### src/rtl/mdio_pkg.sv
package mdio_pkg;

    typedef enum logic [1:0] {
        ST_IDLE,
        ST_PREAMBLE,
        ST_FRAME,
        ST_FINISH
    } mdio_state_e;

    localparam int REG_CTRL  = 0;
    localparam int REG_EVENT = 1;
    localparam int REG_MASK  = 2;
    localparam int REG_FRAME = 3;
    localparam int REG_SPEED = 4;

    localparam logic [1:0] OP_READ = 2'b10;

endpackage

### src/rtl/mdio_mdc_gen.sv
module mdio_mdc_gen #(
    parameter int DIV_W = 6
) (
    input  logic             clk,
    input  logic             rst_n,
    input  logic             srst,
    input  logic             run,
    input  logic [DIV_W-1:0] div,
    output logic             mdc,
    output logic             rise,
    output logic             fall
);
    logic [DIV_W-1:0] cnt_q;
    logic             mdc_q;
    logic             hit;

    assign hit  = run && (div != '0) &&
                  (({1'b0, cnt_q} + (DIV_W+1)'(1)) >= {1'b0, div});
    assign rise = hit && !mdc_q;
    assign fall = hit && mdc_q;
    assign mdc  = mdc_q;

    always_ff @(posedge clk or negedge rst_n) begin
        if (!rst_n) begin
            cnt_q <= '0;
            mdc_q <= 1'b0;
        end else if (srst || !run || div == '0) begin
            cnt_q <= '0;
            mdc_q <= 1'b0;
        end else if (hit) begin
            cnt_q <= '0;
            mdc_q <= !mdc_q;
        end else begin
            cnt_q <= cnt_q + DIV_W'(1);
        end
    end

    // a zero divider forces the clock low on the next cycle
    assert_mdc_low_div0_R9: assert property (@(posedge clk) disable iff (!rst_n)
        (div == '0) |=> !mdc_q);

endmodule

### src/rtl/mdio_engine.sv
module mdio_engine import mdio_pkg::*; #(
    parameter int FRAME_W = 32,
    parameter int PRE_LEN = 32,
    parameter int DATA_W  = 16
) (
    input  logic               clk,
    input  logic               rst_n,
    input  logic               srst,
    input  logic               start,
    input  logic [FRAME_W-1:0] frame_in,
    input  logic               rise,
    input  logic               fall,
    input  logic               mdio_in,
    output logic               run,
    output logic               busy,
    output logic               done,
    output logic               is_rd,
    output logic [DATA_W-1:0]  rx_data,
    output logic               mdio_out,
    output logic               mdio_oe
);
    localparam int MAXLEN = (FRAME_W > PRE_LEN) ? FRAME_W : PRE_LEN;
    localparam int CW     = $clog2(MAXLEN);
    localparam int TA_POS = FRAME_W - DATA_W - 2;
    localparam int RX_POS = FRAME_W - DATA_W;

    mdio_state_e        state_q, state_d;
    logic [CW-1:0]      idx_q;
    logic [FRAME_W-1:0] sh_q;
    logic [DATA_W-1:0]  rx_q;
    logic               rd_q;

    // next state
    always_comb begin
        state_d = state_q;
        unique case (state_q)
            ST_IDLE:     if (start) state_d = ST_PREAMBLE;
            ST_PREAMBLE: if (fall && idx_q == CW'(PRE_LEN-1)) state_d = ST_FRAME;
            ST_FRAME:    if (fall && idx_q == CW'(FRAME_W-1)) state_d = ST_FINISH;
            ST_FINISH:   state_d = ST_IDLE;
        endcase
    end

    // state register
    always_ff @(posedge clk or negedge rst_n) begin
        if (!rst_n)    state_q <= ST_IDLE;
        else if (srst) state_q <= ST_IDLE;
        else           state_q <= state_d;
    end

    // bit position, shift data, capture
    always_ff @(posedge clk or negedge rst_n) begin
        if (!rst_n) begin
            idx_q <= '0;
            sh_q  <= '0;
            rx_q  <= '0;
            rd_q  <= 1'b0;
        end else if (srst) begin
            idx_q <= '0;
            sh_q  <= '0;
            rx_q  <= '0;
            rd_q  <= 1'b0;
        end else if (state_q == ST_IDLE && start) begin
            idx_q <= '0;
            sh_q  <= frame_in;
            rx_q  <= '0;
            rd_q  <= (frame_in[FRAME_W-3:FRAME_W-4] == OP_READ);
        end else begin
            if (fall && state_q == ST_PREAMBLE)
                idx_q <= (idx_q == CW'(PRE_LEN-1)) ? '0 : idx_q + CW'(1);
            if (fall && state_q == ST_FRAME) begin
                idx_q <= (idx_q == CW'(FRAME_W-1)) ? '0 : idx_q + CW'(1);
                sh_q  <= {sh_q[FRAME_W-2:0], 1'b0};
            end
            if (rise && state_q == ST_FRAME && idx_q >= CW'(RX_POS))
                rx_q <= {rx_q[DATA_W-2:0], mdio_in};
        end
    end

    // outputs
    always_comb begin
        run      = (state_q == ST_PREAMBLE) || (state_q == ST_FRAME);
        busy     = (state_q != ST_IDLE);
        done     = (state_q == ST_FINISH);
        is_rd    = rd_q;
        rx_data  = rx_q;
        mdio_out = (state_q == ST_FRAME) ? sh_q[FRAME_W-1] : 1'b1;
        mdio_oe  = (state_q == ST_PREAMBLE) ||
                   ((state_q == ST_FRAME) && !(rd_q && idx_q >= CW'(TA_POS)));
    end

    // a read ends with the line released
    assert_rd_released_R4: assert property (@(posedge clk) disable iff (!rst_n)
        (done && rd_q) |-> !$past(mdio_oe));
    // a write keeps driving through its last bit
    assert_wr_driven_R5: assert property (@(posedge clk) disable iff (!rst_n)
        (done && !rd_q) |-> $past(mdio_oe));

endmodule

### src/rtl/mdio_frame_master.sv
module mdio_frame_master import mdio_pkg::*; #(
    parameter int FRAME_W = 32,
    parameter int PRE_LEN = 32,
    parameter int DATA_W  = 16,
    parameter int DIV_W   = 6,
    parameter int ADDR_W  = 3
) (
    input  logic               clk,
    input  logic               rst_n,
    input  logic               bus_sel,
    input  logic               bus_write,
    input  logic [ADDR_W-1:0]  bus_addr,
    input  logic [FRAME_W-1:0] bus_wdata,
    output logic [FRAME_W-1:0] bus_rdata,
    output logic               mdc,
    output logic               mdio_out,
    output logic               mdio_oe,
    input  logic               mdio_in,
    output logic               irq
);
    logic               wr;
    logic               rst_pend_q;
    logic               srst;
    logic               event_q;
    logic               mask_q;
    logic [DIV_W-1:0]   div_q;
    logic [FRAME_W-1:0] frame_q;
    logic               start;
    logic               run, busy, done, is_rd;
    logic               rise, fall;
    logic [DATA_W-1:0]  rx_data;

    assign wr    = bus_sel && bus_write;
    assign srst  = rst_pend_q;
    assign start = wr && (bus_addr == ADDR_W'(REG_FRAME)) && !busy && !srst;
    assign irq   = event_q && mask_q;

    always_ff @(posedge clk or negedge rst_n) begin
        if (!rst_n) begin
            rst_pend_q <= 1'b0;
            event_q    <= 1'b0;
            mask_q     <= 1'b0;
            div_q      <= '0;
            frame_q    <= '0;
        end else if (srst) begin
            rst_pend_q <= 1'b0;
            event_q    <= 1'b0;
            mask_q     <= 1'b0;
            div_q      <= '0;
            frame_q    <= '0;
        end else begin
            if (wr && bus_addr == ADDR_W'(REG_CTRL) && bus_wdata[0])
                rst_pend_q <= 1'b1;
            if (done)
                event_q <= 1'b1;
            else if (wr && bus_addr == ADDR_W'(REG_EVENT) && bus_wdata[0])
                event_q <= 1'b0;
            if (wr && bus_addr == ADDR_W'(REG_MASK))
                mask_q <= bus_wdata[0];
            if (wr && bus_addr == ADDR_W'(REG_SPEED))
                div_q <= bus_wdata[DIV_W:1];
            if (start)
                frame_q <= bus_wdata;
            else if (done && is_rd)
                frame_q[DATA_W-1:0] <= rx_data;
        end
    end

    always_comb begin
        bus_rdata = '0;
        case (bus_addr)
            ADDR_W'(REG_CTRL):  bus_rdata[0] = rst_pend_q;
            ADDR_W'(REG_EVENT): bus_rdata[0] = event_q;
            ADDR_W'(REG_MASK):  bus_rdata[0] = mask_q;
            ADDR_W'(REG_FRAME): bus_rdata = frame_q;
            ADDR_W'(REG_SPEED): bus_rdata[DIV_W:1] = div_q;
            default:            bus_rdata = '0;
        endcase
    end

    mdio_mdc_gen #(.DIV_W(DIV_W)) i_mdc_gen (
        .clk   (clk),
        .rst_n (rst_n),
        .srst  (srst),
        .run   (run),
        .div   (div_q),
        .mdc   (mdc),
        .rise  (rise),
        .fall  (fall)
    );

    mdio_engine #(.FRAME_W(FRAME_W), .PRE_LEN(PRE_LEN), .DATA_W(DATA_W)) i_engine (
        .clk      (clk),
        .rst_n    (rst_n),
        .srst     (srst),
        .start    (start),
        .frame_in (bus_wdata),
        .rise     (rise),
        .fall     (fall),
        .mdio_in  (mdio_in),
        .run      (run),
        .busy     (busy),
        .done     (done),
        .is_rd    (is_rd),
        .rx_data  (rx_data),
        .mdio_out (mdio_out),
        .mdio_oe  (mdio_oe)
    );

    // data line holds while the clock is high
    assert_out_steady_hi_R3: assert property (@(posedge clk) disable iff (!rst_n)
        mdc |-> $stable(mdio_out));
    // completion leaves the event set
    assert_done_sets_event_R6: assert property (@(posedge clk) disable iff (!rst_n)
        done |=> event_q);
    // busy frame write leaves the frame register alone
    assert_busy_write_ignored_R10: assert property (@(posedge clk) disable iff (!rst_n)
        (wr && bus_addr == ADDR_W'(REG_FRAME) && busy && !done && !srst) |=> $stable(frame_q));
    // soft reset clears state and registers
    assert_soft_reset_R11: assert property (@(posedge clk) disable iff (!rst_n)
        srst |=> (!busy && !event_q && frame_q == '0 && !mdc));

endmodule

### config.mk
export PLATFORM = sky130hd
export DESIGN_NAME = mdio_frame_master
export DESIGN_NICKNAME = d
export VERILOG_FILES = /design/src/rtl/mdio_pkg.sv /design/src/rtl/mdio_mdc_gen.sv /design/src/rtl/mdio_engine.sv /design/src/rtl/mdio_frame_master.sv
export SDC_FILE = /design/constraint.sdc
export NUM_CORES = 1
export LEC_CHECK = 0
export CORE_MARGIN = 4
export CORE_UTILIZATION = 55
export CTS_CLUSTER_DIAMETER = 30
export DETAILED_ROUTE_END_ITERATION = 12
export PLACE_DENSITY = 0.8
export SETUP_SLACK_MARGIN = 0.3
export SLEW_MARGIN = 25
export SYNTH_ARGS = -nofsm -noshare
export SYNTH_HDL_FRONTEND = slang
export SYNTH_SLANG_ARGS = --single-unit
### constraint.sdc
create_clock -name clk -period 4.01 [get_ports clk]
set_input_delay 0.401 -clock clk [delete_from_list [all_inputs] [get_ports clk]]
set_output_delay 0.401 -clock clk [all_outputs]
set_load 0.01 [all_outputs]
==> out/results.ini, run 1 <==
[synthesis]
netlist_top_cells_area = dfrtp_1, nand2_1, a211oi_2
synth_cell_types = 48
ys_seq_elements = 104
syn-num-nets = 668
synth_top_area_share_pct = 46.17
async_flop_share_pct = 100.0
synth_edf_count = 0
post_synth.cell_area_avg_um2 = 9.165
synth_seq_area_share_pct = 46.17
synth_area_mm2 = 0.005637
synthFlopType = dfrtp_1
ys_warn_count = 0
netlist_instances = 615
synth_top_area_cell = dfrtp_1

[sta]
fin_ws_ns = 0.8251
slew_violations = 0
max-slew-margin-rel_pct = 32.28
final_hold_viol_count = 0
worst_slew_pin_slew_ns = 1.016
fmax_mhz = 314.0
clock_skew_ns = 0.01111
fin_hold_ws_ns = 0.1038
rsz0062_at_grt = no
min_period_over_period_pct = 79.42
fin_tns_setup_ns = 0
period_needed_ns = 3.185
setup_viol = 0

[worst_setup_path]
path_class = flop to flop
cp_data_arrival_time_ns = 3.46
crit_fanout = 36
slowest_stage = a211o_2
cpPeakStageDelay_ns = 0.61
crit_chain = ha_1 > nand3_1 > xnor2_1 > ha_1 > a21o_1 > a211oi_2 > a211o_2 > buf_12 > a21oi_1 > a211oi_2
cpLargestDelayFamily = compound AO/OA/AOI/OAI gates
worst-path-stages = 10
cp_num_buf_inv = 1
cp-end-kind = flop
start_kind = flop
reg2reg_depth = 10
worstPathRequired_ns = 4.29

[cells_and_area]
antenna_cells = 0
layout_common_cells = nand2_1, dfrtp_1, clkdlybuf4s50_1, nor2_1, a21oi_1
multi_input_area_mm2 = 0.002774
fillers = 802
seqCellArea_mm2 = 0.002604
stdcell_area_mm2 = 0.006635
drive_above_1_share_pct = 10.12
area_growth_pct = 17.71
finalNetCount = 720
final_common_cell = nand2_1

[placed_design]
numPortBuffers = 75
pre_cts_slack_ns = 0.8836
placed_area_mm2 = 0.006432
gp_congestion = 0.8326
dpl.hpwl_mm = 8.731

[power_and_ir_drop]
p_leak_nw = 2.979
switching_share_pct = 35.06
cellPowerDensity_mw_per_mm2 = 555.9
seqPwrFrac_pct = 46.9
combPwrFrac_pct = 34.8
p_clk_share_pct = 18.3
p_total_w = 0.003688
p_int_w = 0.002395
ir_drop_uv = 336.2
switching_power_w = 0.001293

[clock_tree]
path_clk_slew_ns = 0.11
htreeDepth = 3
clock_sink_count = 104
clk_root_buffer_cell = clkbuf_8
cts_tree = done
cts_buffers = 9
cts_buffer_depth = 2
post_cts_resized = 0
cts_hold_buffers = 0
cts_setup_buffers = 0
clk_latency_ns = 0.37

[global_routing]
grt_antenna_before_repair = 0
grt_pass1_wl_mm = 21.95
grt_overflow = 0
grt_usage_pct = 23.14
grt_max_degree = 86
grt_pass1_vias = 4576

[floorplan]
die_h_um = 109.2
io_pins = 76
start_util_pct = 57.14
die_area_mm2 = 0.01193
core_area_mm2 = 0.009864
rows = 36
die_x_um = 109.2

[routing]
wl_mm = 12.91
via_count = 4555
drt_iter0_drc = 384
post_drt_via_cell_ratio = 5.658
wl_per_cell_um = 16.04
drc = 0
firstDrtPassIters = 6
ant_nets = 0

[worst_hold_path]
hp-class = primary input to async pin

[run]
max-cap-violations = 0

[status]
status = completed

==> sequential cells by signal, indices dropped and copies added, names as in the netlist, 2 cells and up <==
signal / count
i_engine.sh_q: 32
frame_q: 32
i_mdc_gen.cnt_q: 6
i_engine.rx_data: 16
i_engine.idx_q: 5
div_q: 6
i_engine.state_q: 2
==> metrics by stage <==
| step | utilization [%] | instances |
|---|---|---|
| detailed placement | 65.21 | 789 |
| floorplan | - | 615 |
| CTS | 67.26 | 805 |
| global route | 67.26 | 805 |
| global placement | 65.21 | 789 |
| finish | 67.26 | 805 |
==> cell families (layout without fill, tap and decap cells) <==
group | count (synthesis) | after routing | share of synthesized area (%)
XOR/XNOR | 5 | 5 | 0.7771
flip-flops | 104 | 104 | 46.17
adder cells (fa/ha/maj) | 13 | 13 | 2.886
multiplexers | 36 | 36 | 6.615
buffers and inverters | 56 | 113 | 4.817
AO/OA/AOI/OAI | 133 | 133 | 17.80
AND/OR/NAND/NOR | 268 | 268 | 20.93
==> Yosys cell counts, types with 6 or more instances <==
cell type / n
and2_1: 28
o31ai_1: 17
dfrtp_1: 104
a211oi_2: 30
ha_1: 13
nor2b_1: 6
o21ai_0: 7
nand2_1: 136
mux2i_1: 35
buf_2: 13
nand3_1: 6
clkbuf_1: 24
a21oi_1: 58
nor2_1: 68
a22o_1: 6
inv_1: 10
==> power by group through the flow <==
stage                     clock (W)  combinational [W]  sequential (W)
after global routing       0.000736            0.00146         0.00178
after global placement            0            0.00121         0.00172
after floorplan                   0           0.000968         0.00166
final                      0.000676            0.00128         0.00173
after detailed placement          0            0.00129         0.00175
after CTS                  0.000689            0.00129         0.00173
==> area by class of cell <==
| type | count | area share, % |
|---|---|---|
| clock inverter | 7 | 1.188 |
| timing repair buffer | 87 | 12.82 |
| multi-input combinational | 455 | 41.81 |
| clock buffer | 9 | 1.867 |
| tap | 133 | 2.508 |
| sequential | 104 | 39.24 |
| inverter | 10 | 0.5657 |
==> worst reg2reg max path, cell delays in order, from the launching register on <==
cell and delay, ns:
dfrtp_1 0.43, ha_1 0.20, nand3_1 0.11, xnor2_1 0.20, ha_1 0.27, a21o_1 0.17
a211oi_2 0.41, a211o_2 0.61, buf_12 0.30, a21oi_1 0.14, a211oi_2 0.24
==> final timing paths <==
check / from / to / slack [ns]
hold / removal: rst_n / i_engine.sh_q[14] / 0.10
max in group asynchronous: rst_n / div_q[5] / 3.33
hold reg to reg: frame_q[7] / frame_q[7] / 0.48
setup / recovery: i_mdc_gen.cnt_q[0] / i_engine.sh_q[15] / 0.83
min in group clk: frame_q[7] / frame_q[7] / 0.48
setup reg to reg: i_mdc_gen.cnt_q[0] / i_engine.sh_q[15] / 0.83
==> layer usage <==
layer | up-vias | GRT usage, % | routed length [um]
li1 | 2201 | - | -
met1 | 2195 | 30.84 | 5606
met2 | 132 | 37.85 | 6263
met3 | 27 | 4.026 | 657
met4 | 0 | 8.994 | 382
met5 | - | 0 | 0
Power figures use the tool's default switching activity.
==> inputs of run 2 (changes only) <==
- CORE_UTILIZATION: 55 -> 50
- PLACE_DENSITY: 0.8 -> 0.77
- clock period: 4.01 -> 2.69 ns (I/O delays scaled with it)
==> out/results.ini, run 2 (same netlist as run 1, synthesis figures left out) <==
[sta]
fin_hold_ws_ns = 0.4181  ; +0.3144 ns
slew_violations = 0  ; unchanged
setup_viol = 0  ; unchanged
period_needed_ns = 2.567  ; -0.6181 ns
clock_skew_ns = 0.004708  ; -0.006398 ns
worst_slew_pin_slew_ns = 0.4736  ; -0.5422 ns
rsz0062_at_grt = yes
fin_tns_setup_ns = 0  ; unchanged
fmax_mhz = 389.6  ; +24%
final_hold_viol_count = 0  ; unchanged
min_period_over_period_pct = 95.42  ; +16 points
max-slew-margin-rel_pct = 68.31  ; +36 points

[global_routing]
grt_pass1_wl_mm = 22.97  ; +4.7%
grt_pass1_vias = 4733  ; +3.4%
grt_max_degree = 42  ; -51%
grt_usage_pct = 21.83  ; -1.3 points
grt_antenna_before_repair = 0  ; unchanged
grt_overflow = 0  ; unchanged

[cells_and_area]
layout_common_cells = nand2_1, dfrtp_1, clkdlybuf4s50_1, nor2_1, mux2i_1
fillers = 866  ; +8.0%
stdcell_area_mm2 = 0.007375  ; +11%
seqCellArea_mm2 = 0.002604  ; unchanged
fin_util_pct = 67.44  ; +0.17 points
multi_input_area_mm2 = 0.002975  ; +7.3%
area_growth_pct = 30.83
final_common_cell = nand2_1
antenna_cells = 0  ; unchanged
fin_cells = 841  ; +4.5%
drive_above_1_share_pct = 19.54  ; +9.4 points
finalNetCount = 749  ; +4.0%

[worst_setup_path]
worstPathRequired_ns = 2.96  ; -1.33 ns
start_kind = flop
cp_data_arrival_time_ns = 2.83  ; -0.63 ns
crit_fanout = 9  ; -75%
path_class = flop to flop
reg2reg_depth = 10  ; unchanged
cp-end-kind = flop

[clock_tree]
clk_latency_ns = 0.35  ; -0.02 ns
cts_buffer_depth = 2  ; unchanged
clk_root_buffer_cell = clkbuf_16
path_clk_slew_ns = 0.07  ; -0.04 ns
clock_sink_count = 104  ; unchanged
cts_buffers = 9  ; unchanged
htreeDepth = 3  ; unchanged
cts_tree = done

[routing]
via_count = 4785  ; +5.0%
post_drt_via_cell_ratio = 5.690  ; +0.55%
wl_mm = 14.31  ; +11%
drt_iter0_drc = 291  ; -24%
firstDrtPassIters = 6  ; unchanged
ant_nets = 0  ; unchanged
drc = 0  ; unchanged
wl_per_cell_um = 17.01  ; +6.1%

[power_and_ir_drop]
switching_share_pct = 33.64  ; -1.4 points
p_int_w = 0.004094  ; +71%
ir_drop_uv = 399.4  ; +19%
cellPowerDensity_mw_per_mm2 = 836.6  ; +51%
switching_power_w = 0.002076  ; +61%
seqPwrFrac_pct = 42.0  ; -4.9 points
p_leak_nw = 3.285  ; +10%
p_clk_share_pct = 22.8  ; +4.5 points
combPwrFrac_pct = 35.2  ; +0.4 points

[floorplan]
die_h_um = 114.2  ; +4.5%
io_pins = 76  ; unchanged
rows = 38  ; +5.6%
start_util_pct = 51.54  ; -5.6 points
die_area_mm2 = 0.01304  ; +9.2%
core_area_mm2 = 0.01094  ; +11%
die_x_um = 114.2  ; +4.5%

[placed_design]
numPortBuffers = 75  ; unchanged
dpl.hpwl_mm = 9.597  ; +9.9%
dp_cells = 812  ; +2.9%
gp_congestion = 0.8288  ; -0.46%
placed_area_mm2 = 0.006799  ; +5.7%

[status]
status = completed

[run]
max-cap-violations = 0  ; unchanged

[worst_hold_path]
hp-class = primary input to async pin

## run 2: cell types whose count changed in the layout (fill, tap and decap cells not counted), sizes merged
| cell | change |
|---|---|
| clkbuf | +10 |
| dlygate4sd3 | +1 |
| bufinv | +1 |
| inv | -2 |
| buf | +22 |
| clkinv | -1 |
| clkinvlp | -2 |
## run 2: repair_timing
| action | in CTS | in global routing |
|---|---|---|
| resized for setup | 3 | 13 |
| hold buffers | 1 | 0 |
| setup endpoints to repair | 48 | 92 |
| endpoints found under the hold margin | 32 | 0 |
| buffers inserted | 3 | 3 |
| pin swaps | 6 | 11 |
| gates cloned | 0 | 6 |
## run 2: final cells by class
type / count / share of cell area (%)
multi-input combinational: 455 / 40.35
sequential: 104 / 35.31
timing repair buffer: 116 / 17.19
clock buffer: 13 / 3.393
tap: 140 / 2.375
clock inverter: 3 / 0.8823
inverter: 10 / 0.5090
## run 2: path summary, 6_finish.rpt
check / startpoint / endpoint / slack (ns)
min in group clk: frame_q[15] / frame_q[15] / 0.48
setup / recovery: i_mdc_gen.cnt_q[0] / i_engine.sh_q[27] / 0.12
setup reg to reg: i_mdc_gen.cnt_q[0] / i_engine.sh_q[27] / 0.12
max in group asynchronous: rst_n / i_engine.rx_data[2] / 1.52
hold / removal: rst_n / frame_q[26] / 0.42
hold reg to reg: frame_q[15] / frame_q[15] / 0.48
## run 2: layer usage
layer  GRT usage, %  vias to the layer above  part of all wire [%]  wire length [um]
li1               -                     2259                     -                 -
met3          3.383                       22                   5.2               740
met2          35.71                      140                    49              6972
met1          29.53                     2364                    44              6278
met4          7.997                        0                   2.2               313
met5              0                        -                     0                 0
## run 2: power by group through the flow
stage	clock network, W	registers (W)	logic (W)
after floorplan	0	0.00248	0.00151
after global placement	0	0.00257	0.00196
after detailed placement	0	0.00260	0.00207
after CTS	0.00142	0.00258	0.00210
after global routing	0.00148	0.00267	0.00243
final	0.00141	0.00259	0.00217
## run 2: per-stage QoR
stage | setup WS (ns) | total power, W
global placement | 0.1557 | 0.004529
global route | -0.01635 | 0.006576
detailed placement | 0.07297 | 0.004669
CTS | 0.1770 | 0.006104
finish | 0.1232 | 0.006170
floorplan | 0.2748 | 0.003989
## run 2: critical path, stage by stage (launching register included)
cell and delay, ns:
dfrtp_1 0.39, ha_2 0.21, xor2_1 0.18, ha_1 0.32, nand2_1 0.07, o21ai_2 0.13, nand4_1 0.17, a211o_4 0.49
clkbuf_16 0.22, buf_4 0.15, a211oi_2 0.16
==> inputs of run 3 (changes only) <==
- SETUP_SLACK_MARGIN: 0.3 -> default
==> out/results.ini, run 3 (same netlist as run 1, synthesis figures left out) <==
[status]
status = completed

[floorplan]
die_area_mm2 = 0.01304  ; unchanged
die_h_um = 114.2  ; unchanged
start_util_pct = 51.54  ; unchanged
io_pins = 76  ; unchanged
die_x_um = 114.2  ; unchanged
core_area_mm2 = 0.01094  ; unchanged
rows = 38  ; unchanged

[cells_and_area]
stdcell_area_mm2 = 0.006997  ; -5.1%
fin_util_pct = 63.98  ; -3.5 points
area_growth_pct = 24.13
final_common_cell = nand2_1
seqCellArea_mm2 = 0.002604  ; unchanged
layout_common_cells = nand2_1, dfrtp_1, clkdlybuf4s50_1, nor2_1, a21oi_1
finalNetCount = 733  ; -2.1%
fillers = 936  ; +8.1%
multi_input_area_mm2 = 0.002873  ; -3.4%
drive_above_1_share_pct = 14.35  ; -5.2 points
antenna_cells = 0  ; unchanged

[run]
max-cap-violations = 0  ; unchanged

[power_and_ir_drop]
p_clk_share_pct = 22.0  ; -0.8 points
ir_drop_uv = 431.1  ; +8.0%
p_leak_nw = 3.113  ; -5.2%
switching_share_pct = 34.02  ; +0.38 points
switching_power_w = 0.002032  ; -2.1%
p_int_w = 0.003942  ; -3.7%
p_total_w = 0.005974  ; -3.2%
seqPwrFrac_pct = 43.4  ; +1.4 points
combPwrFrac_pct = 34.6  ; -0.6 points
cellPowerDensity_mw_per_mm2 = 853.8  ; +2.1%

[clock_tree]
clk_latency_ns = 0.34  ; about the same
htreeDepth = 3  ; unchanged
cts_tree = done
clock_sink_count = 104  ; unchanged
path_clk_slew_ns = 0.07  ; about the same
cts_buffer_depth = 2  ; unchanged
clk_root_buffer_cell = clkbuf_16
cts_buffers = 9  ; unchanged

[sta]
max-slew-margin-rel_pct = 55.96  ; -12 points
slew_violations = 0  ; unchanged
min_period_over_period_pct = 96.05  ; +0.64 points
rsz0062_at_grt = yes
setup_viol = 0  ; unchanged
fmax_mhz = 387.0  ; -0.66%
final_hold_viol_count = 0  ; unchanged
period_needed_ns = 2.584  ; +0.01710 ns
fin_tns_setup_ns = 0  ; unchanged
clock_skew_ns = 0.005600  ; +0.0008921 ns
fin_hold_ws_ns = 0.4438  ; +0.02574 ns
worst_slew_pin_slew_ns = 0.6606  ; +0.1870 ns

[global_routing]
grt_antenna_before_repair = 0  ; unchanged
grt_pass1_vias = 4573  ; -3.4%
grt_usage_pct = 21.51  ; -0.33 points
grt_max_degree = 86  ; +100%
grt_overflow = 0  ; unchanged
grt_pass1_wl_mm = 22.73  ; -1.1%

[worst_setup_path]
worstPathRequired_ns = 2.89  ; -0.07 ns
crit_fanout = 35  ; +26
path_class = flop to flop
cp-end-kind = flop
start_kind = flop
cp_data_arrival_time_ns = 2.78  ; -0.05 ns

[placed_design]
gp_congestion = 0.8379  ; +1.1%
placed_area_mm2 = 0.006556  ; -3.6%
numPortBuffers = 75  ; unchanged
dpl.hpwl_mm = 9.270  ; -3.4%

[routing]
post_drt_via_cell_ratio = 5.722  ; +0.56%
wl_mm = 13.97  ; -2.4%
drc = 0  ; unchanged
drt_iter0_drc = 281  ; -3.4%
ant_nets = 0  ; unchanged
wl_per_cell_um = 16.97  ; -0.22%
via_count = 4709  ; -1.6%
firstDrtPassIters = 5  ; -1

[worst_hold_path]
hp-class = primary input to async pin

[run 3: per-layer routing]
layer | track usage (%) | part of all wire [%] | vias to the layer above | routed length [um]
li1 | - | - | 2231 | -
met1 | 29.71 | 43 | 2295 | 5987
met2 | 34.47 | 49 | 166 | 6885
met3 | 3.964 | 6.1 | 17 | 855
met4 | 6.888 | 1.7 | 0 | 240
met5 | 0 | 0 | - | 0
[run 3: what timing repair did]
| item | 4_1_cts | 5_1_grt |
|---|---|---|
| endpoints found under the setup margin | 8 | 41 |
| pin swaps | 0 | 3 |
| gates resized for setup | 1 | 22 |
| buffers inserted | 0 | 5 |
| hold buffers | 1 | 0 |
| endpoints found under the hold margin | 39 | 0 |
[run 3: worst paths after layout]
check | from | endpoint | slack [ns] | cells past startpoint
worst max-delay path | i_mdc_gen.cnt_q[1] | i_engine.sh_q[14] | 0.11 | 10
worst min-delay path | rst_n | frame_q[26] | 0.44 | 2
worst max register to register | i_mdc_gen.cnt_q[1] | i_engine.sh_q[14] | 0.11 | 10
worst min register to register | frame_q[7] | frame_q[7] | 0.48 | 2
max in group asynchronous | rst_n | i_engine.sh_q[7] | 1.48 | 3
min in group clk | frame_q[7] | frame_q[7] | 0.48 | 2
[run 3: critical path, stage by stage, from the launching register on]
cell and delay, ns:
dfrtp_1 0.40, ha_1 0.21, xor2_1 0.18, ha_1 0.30, nand2_1 0.05, o21ai_0 0.15
nand4_1 0.25, a211o_4 0.44, buf_12 0.20, a21oi_2 0.20, a211oi_2 0.06
[run 3: power groups by stage]
stage | registers [W] | clock network (W) | logic (W)
floorplan | 0.00248 | 0 | 0.00144
global placement | 0.00256 | 0 | 0.00185
detailed placement | 0.00261 | 0 | 0.00196
CTS | 0.00258 | 0.00134 | 0.00199
global route | 0.00267 | 0.00141 | 0.00233
finish | 0.00259 | 0.00131 | 0.00206
[run 3: area by class of cell]
cell class | instances | share of cell area, %
inverter | 10 | 0.5365
clock inverter | 4 | 0.7868
multi-input combinational | 455 | 41.06
clock buffer | 10 | 3.416
timing repair buffer | 100 | 14.48
tap | 140 | 2.504
sequential | 104 | 37.21
[run 3: per-stage QoR]
step	std cells	setup slack (ns)
2_1_floorplan	615	0.1918
3_3_place_gp	803	0.1205
3_5_place_dp	803	-0.0009572
4_1_cts	818	0.02720
5_1_grt	823	-0.04355
6_report	823	0.1061
